### src/rtl/rc_pkg.sv
`timescale 1ns/1ps
package rc_pkg;

  typedef enum logic [1:0] {
    MODE_TRANS = 2'b00,
    MODE_ONES  = 2'b01,
    MODE_SIG   = 2'b10,
    MODE_RSV   = 2'b11
  } mode_e;

  // strobes from control to datapath
  typedef struct packed {
    logic clr;      // zero accumulator and previous bit
    logic capture;  // record the current bit as previous
    logic inc;      // saturating increment
    logic shift;    // signature shift
  } ctrl_t;

endpackage

### src/rtl/rc_ctrl.sv
`timescale 1ns/1ps
module rc_ctrl
  import rc_pkg::*;
(
  input  logic       clk,
  input  logic       rstN,
  input  logic       clear,
  input  logic [1:0] mode,
  input  logic       respValid,
  input  logic       respBit,
  input  logic       prevBit,
  output ctrl_t      ctl,
  output logic       armed
);

  mode_e modeSel;
  logic  havePrev;
  logic  accept;

  assign modeSel = mode_e'(mode);
  assign accept  = respValid && !clear;

  always_comb begin
    ctl = '0;
    ctl.clr = clear;
    if (accept) begin
      unique case (modeSel)
        MODE_TRANS: begin
          ctl.capture = 1'b1;
          ctl.inc     = havePrev && (respBit != prevBit);
        end
        MODE_ONES:  ctl.inc   = respBit;
        MODE_SIG:   ctl.shift = 1'b1;
        default:    ctl = '0;
      endcase
    end
  end

  always_ff @(posedge clk or negedge rstN) begin
    if (!rstN) begin
      havePrev <= 1'b0;
      armed    <= 1'b0;
    end else if (clear) begin
      havePrev <= 1'b0;
      armed    <= 1'b0;
    end else if (accept && modeSel != MODE_RSV) begin
      armed <= 1'b1;
      if (modeSel == MODE_TRANS) havePrev <= 1'b1;
    end
  end

endmodule

### src/rtl/rc_datapath.sv
`timescale 1ns/1ps
module rc_datapath
  import rc_pkg::*;
#(
  parameter int          W    = 8,
  parameter logic [W-1:0] POLY = 8'b1011_1000
)(
  input  logic         clk,
  input  logic         rstN,
  input  ctrl_t        ctl,
  input  logic [1:0]   mode,
  input  logic         respBit,
  input  logic         armed,
  input  logic [W-1:0] expected,
  output logic         prevBit,
  output logic [W-1:0] result,
  output logic         pass
);

  localparam logic [W-1:0] SAT_MAX = {W{1'b1}};

  logic [W-1:0] acc;
  logic [W-1:0] accNext;
  logic         feedback;
  logic         reserved;

  assign feedback = respBit ^ (^(acc & POLY));
  assign reserved = (mode_e'(mode) == MODE_RSV);

  always_comb begin
    accNext = acc;
    if (ctl.clr)                        accNext = '0;
    else if (ctl.shift)                 accNext = {acc[W-2:0], feedback};
    else if (ctl.inc && acc != SAT_MAX) accNext = acc + 1'b1;
  end

  always_ff @(posedge clk or negedge rstN) begin
    if (!rstN) begin
      acc     <= '0;
      prevBit <= 1'b0;
    end else begin
      acc <= accNext;
      if (ctl.clr)          prevBit <= 1'b0;
      else if (ctl.capture) prevBit <= respBit;
    end
  end

  assign result = reserved ? '0 : acc;
  assign pass   = armed && !reserved && (acc == expected);

endmodule

### src/rtl/rc_compactor.sv
`timescale 1ns/1ps
module rc_compactor
  import rc_pkg::*;
#(
  parameter int          W    = 8,
  parameter logic [W-1:0] POLY = 8'b1011_1000
)(
  input  logic         clk,
  input  logic         rstN,
  input  logic         clear,
  input  logic [1:0]   mode,
  input  logic         respValid,
  input  logic         respBit,
  input  logic [W-1:0] expected,
  output logic [W-1:0] result,
  output logic         pass
);

  ctrl_t ctl;
  logic  armed;
  logic  prevBit;

  rc_ctrl uCtrl (
    .clk(clk), .rstN(rstN), .clear(clear), .mode(mode),
    .respValid(respValid), .respBit(respBit), .prevBit(prevBit),
    .ctl(ctl), .armed(armed)
  );

  rc_datapath #(.W(W), .POLY(POLY)) uData (
    .clk(clk), .rstN(rstN), .ctl(ctl), .mode(mode), .respBit(respBit),
    .armed(armed), .expected(expected), .prevBit(prevBit),
    .result(result), .pass(pass)
  );

endmodule

### config.mk
export PLATFORM = sky130hd
export DESIGN_NAME = rc_compactor
export DESIGN_NICKNAME = d
export VERILOG_FILES = /design/src/rtl/rc_pkg.sv /design/src/rtl/rc_ctrl.sv /design/src/rtl/rc_datapath.sv /design/src/rtl/rc_compactor.sv
export SDC_FILE = /design/constraint.sdc
export NUM_CORES = 1
export LEC_CHECK = 0
export ABC_AREA = 0
export CELL_PAD_IN_SITES_DETAIL_PLACEMENT = 0
export CELL_PAD_IN_SITES_GLOBAL_PLACEMENT = 2
export CORE_ASPECT_RATIO = 0.5
export CORE_UTILIZATION = 25
export CTS_BUF_LIST = sky130_fd_sc_hd__clkbuf_16
export CTS_CLUSTER_SIZE = 8
export DETAILED_ROUTE_END_ITERATION = 12
export GPL_ROUTABILITY_DRIVEN = 1
export GPL_TIMING_DRIVEN = 1
export PLACE_DENSITY = 0.79
export SLEW_MARGIN = 10
export SYNTH_ARGS = -nofsm -noshare
export SYNTH_HDL_FRONTEND = slang
export SYNTH_HIERARCHICAL = 1
export SYNTH_SLANG_ARGS = --single-unit
### constraint.sdc
create_clock -name clk -period 5.1 [get_ports clk]
set_input_delay 1.53 -clock clk [delete_from_list [all_inputs] [get_ports clk]]
set_output_delay 1.53 -clock clk [all_outputs]
set_load 0.02 [all_outputs]
* Word level (Yosys, flattened, before mapping) *
Index checks and enable logic that the tools add are counted.

storage, ports and cells
  memories = 0
  bits in latches = 0
  word-level logic and storage cells = 45
  register bits = 11
  memory bits (writable) = 0
  input port bits = 15
  output and inout port bits = 9
  bits in read-only memories = 0

cells by class
  muxes and demuxes = 16
  eq/ne operators = 7
  bitwise gates (word level) = 1
  reduce and logical (&&, ||, !) cells = 16
  order comparisons = 0
  shift operators = 0
  divide/modulo/power cells = 0
  multiply operators = 0
  add/sub/neg operators = 1

operator list
  operator               count
  $mux W8                4
  $mux W1                10
  $add A8 B1 Y8 const B  1
  $eq A8 B8 Y1           1
  $ne A8 B8 Y1 const B   1
  $reduce_xor A8 Y1      1
  $logic_and A1 B1 Y1    6
  $reduce_bool A2 Y1     3
  $eq A2 B2 Y1 const B   2
  $mux W4                1
  $reduce_bool A3 Y1     1
  $reduce_or A3 Y1       1
  $eq A2 B1 Y1 const B   1
  $logic_not A1 Y1       2
  $logic_not A2 Y1       1
  $ne A2 B2 Y1 const B   1
  $pmux W1 S2            1
  $reduce_and A2 Y1      1
  $ne A1 B1 Y1           1
  $xor A1 B1 Y1          1

* Depth between registers and ports, before layout *
  depth in word-level cells = 8
  gate-level depth with buffers = 7
  gate-level depth less buffers = 7

* Cells and area by module *
The synthesis kept the hierarchy.

modules (own cells, without submodules)
  module       cells an instance  seq. area each (um^2)  area an instance (um^2)  times used
  rc_datapath  91                 225.2                  812.0                    1
  rc_ctrl      17                 50.0                   140.1                    1

* Least setup slack after synthesis *
No wires, ideal clock.

  kind = input-to-output
  from = input port expected[3]
  to = output port pass
  cell stages on the path = 4
  buffers on the path = 0
  arrival time = 2.656 ns
  data required time = 3.570 ns
  slack = 0.914 ns
  cell sequence = xor2_1 nor4_1 nand4_1 nor4_1

between the ends
  cells in the longest elaborated chain, start to end = 2

RTL lines
  what                 RTL line            source
  from (decl)          rc_compactor.sv:14  input logic [W-1:0] expected,
  $eq A8 B8 Y1         rc_datapath.sv:49   assign pass = armed && !reserved && (acc == expected);
  $logic_and A1 B1 Y1  rc_datapath.sv:49
  to (decl)            rc_compactor.sv:16  output logic pass

Every way passes these cells.

* Worst setup path after layout *
Ends and elaborated chain as after synthesis.

==> impl_metrics.env <==
export IMPL_clockRootBuffer="clkbuf_16"
export IMPL_first_global_vias=764
export IMPL_regToRegStartpoint="uData/acc[0]"
export IMPL_yosysSeqAreaShare_pct=28.9
export IMPL_critPathLaunch="expected[3]"
export IMPL_final_antenna_net_count=0
export IMPL_grt_max_degree=19
export IMPL_ys_ff_latch=11
export IMPL_p_sw_share_pct=22.3
export IMPL_cellPowerDensity_mw_per_mm2=213
export IMPL_row_count=15
export IMPL_antenna_found_initial=0
export IMPL_drv_cap=0
export IMPL_worst_r2r_endpoint="uData/acc[4]"
export IMPL_drt_wl_total_mm=2.39
export IMPL_synth_area_leader_cell="dfrtp_1"
export IMPL_worst_path_buf_inv=2
export IMPL_cts_buffers=3
export IMPL_yosysTopAreaCellShare_pct=28.9
export IMPL_die_w_um=89.3
export IMPL_whs_endpoint="uCtrl/havePrev"
export IMPL_total_leakage_power_nw=0.512
export IMPL_path_delay_family="buffers and inverters"
export IMPL_grt_overflow_total=0
export IMPL_rsz0062_at_grt="false"
export IMPL_cpMaxStageDelayCell="clkdlybuf4s50_1"
export IMPL_die_h_um=45.6
export IMPL_ys_types=40
export IMPL_initial_core_util_pct=27.0
export IMPL_syn_nets=125
export IMPL_max_stage_delay_ns=0.64
export IMPL_hold_violations=0
export IMPL_num_vias=874
export IMPL_vdd_drop_max_mv=0.103
export IMPL_place_gp_congestion=0.753
export IMPL_cp_start_kind="input pin"
export IMPL_seq_area_um2=275
export IMPL_insertedDiodeCount=0
export IMPL_post_cts_resized=0
export IMPL_intPower_mw=0.215
export IMPL_fin_skew_ns=0.000916
export IMPL_nets=149
export IMPL_postCtsSetupRepairBufs=0
export IMPL_crit_chain="clkdlybuf4s50_1, xor2_1, nor4_1, nand4_1, nor4_1, clkdlybuf4s50_1"
export IMPL_ys_top_cells_by_area="dfrtp_1 (29%), xor2_1 (6.4%), and2_1 (4.6%)"
export IMPL_min_from="uCtrl/havePrev"
export IMPL_avgSynthCellArea_um2=8.82
export IMPL_place_inst=178
export IMPL_maxSlewHeadroom_pct=56.5
export IMPL_min_period_ns=4.92
export IMPL_netlist_area_um2=952
export IMPL_avgViaCountPerCell=4.80
export IMPL_io_pins=24
export IMPL_core_mm2=0.00353
export IMPL_finalCritPeriodShare_pct=96.4
export IMPL_hold_path_class="reg2reg"
export IMPL_r2r_cells=5
export IMPL_multiInputGateArea_um2=618
export IMPL_fin_cells=182
export IMPL_drive_above_1_share_pct=11.5
export IMPL_fmax_mhz=203
export IMPL_path_class="in2out"
export IMPL_whs_path_depth=2
export IMPL_fin_setup_tns_ns=0
export IMPL_drt_pass1_iter_count=4
export IMPL_power_frac_seq_pct=34.1
export IMPL_wire_per_inst_um=13.1
export IMPL_clkLatencyLatePin_ns=0.24
export IMPL_ys_warn_count=6
export IMPL_clockBufferDepth=2
export IMPL_grt_total_usage_pct=13.2
export IMPL_hpwl_mm=1.77
export IMPL_portBuffers=23
export IMPL_areaGrowthSynthToFinish_pct=36.1
export IMPL_p_switching_mw=0.0616
export IMPL_worst_pin_slew_ns=0.651
export IMPL_outcome="finished, final reports clean"
export IMPL_drt_iter0_drc=39
export IMPL_cts_tree="yes"
export IMPL_pwr_share_clk_pct=50.8
export IMPL_htree_levels=1
export IMPL_worstPathRequired_ns=3.57
export IMPL_numClockSinks=11
export IMPL_setup_violations=0
export IMPL_slew_viol_final=0
export IMPL_hold_buffers=0
export IMPL_fill_cells=378
export IMPL_grt_pass1_wl_mm=3.86
export IMPL_crit_fanout=1
export IMPL_die_area_mm2=0.00407
export IMPL_drc=0
export IMPL_path_clk_slew_ns=0.04
export IMPL_end_kind="output pin"
export IMPL_ff2ff_setup_slack_ns=3.05
export IMPL_netlist_instances=108
export IMPL_combPwrFrac_pct=15.1
export IMPL_cp_arrival_ns=3.39
-- cell type report --
class | count | share of cell area (%)
clock inverter | 1 | 0.290
tap | 51 | 4.92
sequential | 11 | 21.2
inverter | 2 | 0.579
multi-input combinational | 88 | 47.7
timing repair buffer | 26 | 19.5
clock buffer | 3 | 5.79
-- power groups by stage --
stage | sequential (mW) | clock, mW | combinational (mW)
global placement | 0.0953 | 0 | 0.0415
global route | 0.0946 | 0.149 | 0.0456
CTS | 0.0941 | 0.144 | 0.0423
finish | 0.0940 | 0.140 | 0.0418
floorplan | 0.0936 | 0 | 0.0216
detailed placement | 0.0953 | 0 | 0.0419
-- synth_stat cells, drive strengths merged --
master / count
dfrtp: 11
nand2: 10
and2: 8
nor2: 7
xor2: 7
o21ai: 6
clkbuf: 5
xnor2: 5
a21oi: 4
nand3: 4
nor3: 4
o31ai: 4
nand4: 3
nor4: 3
buf: 2
ha: 2
inv: 2
mux2i: 2
nor3b: 2
o211ai: 2
o311ai: 2
or3: 2
a211oi: 1
a22o: 1
a22oi: 1
a31oi: 1
and2b: 1
and3b: 1
mux2: 1
o2111ai: 1
o211a: 1
o41ai: 1
or2b: 1
-- cells by family (layout without fill, tap and decap cells) --
family                   count (synthesis)  count (layout)  synth area share [%]
AND/OR/NAND/NOR                         46              46                  27.1
AO/OA/AOI/OAI                           25              25                  20.4
XOR/XNOR                                12              12                  11.0
flip-flops                              11              11                  28.9
buffers and inverters                    9              32                  6.70
multiplexers                             3               3                  3.29
adder cells (fa/ha/maj)                  2               2                  2.63
-- cell usage in the layout, fill, tap and decap left out, types with 2 or more instances in the layout --
cell type / instances
o211ai_1: 2
o21ai_1: 2
nand4_1: 2
nor4_1: 3
o31ai_1: 4
nand2_1: 10
xnor2_1: 5
inv_1: 3
buf_4: 3
nor2_1: 7
and2_1: 7
a21oi_1: 4
o311ai_0: 2
dfrtp_1: 11
ha_1: 2
nand3_1: 4
clkdlybuf4s50_1: 23
nor3_1: 4
o21ai_0: 4
xor2_1: 7
clkbuf_16: 3
mux2i_1: 2
nor3b_2: 2
or3_2: 2
-- worst min-delay path, delay by kind of cell, from the launching register on --
family          cells  cell delay (ns)
simple gates        1             0.07
compound gates      1             0.05
flops               1             0.34
-- sequential cells by signal, summed over array words and instances (netlist names) --
signal / flops
uData/prevBit: 1
uCtrl/armed: 1
uData/acc: 8
uCtrl/havePrev: 1
-- layer usage --
metal | vias to the layer above | GRT usage, % | wire length [um]
met5 | - | 0 | 0
met4 | 0 | 3.81 | 23
met3 | 4 | 3.80 | 81
met2 | 9 | 21.1 | 1090
met1 | 418 | 17.6 | 1190
li1 | 443 | - | -
-- worst max path at each step --
stage | endpoint | cells past startpoint
final | pass | 6
after global routing | pass | 6
after CTS | pass | 6
after detailed placement | pass | 6
after global placement | pass | 6
after floorplan | pass | 4
-- stage by stage --
step / hold WS [ns] / power (mW) / setup WS (ns) / utilization, % / instance area, um2
finish: 0.504 / 0.276 / 0.182 / 36.7 / 1300
floorplan: 0.459 / 0.115 / 0.914 / - / 952
global route: 0.556 / 0.289 / 0.0515 / 36.7 / 1300
CTS: 0.509 / 0.281 / 0.175 / 36.7 / 1300
detailed placement: 0.497 / 0.137 / 0.181 / 34.5 / 1220
global placement: 0.494 / 0.137 / 0.233 / 34.5 / 1220
Note: power is estimated with default switching activity, not from simulation.
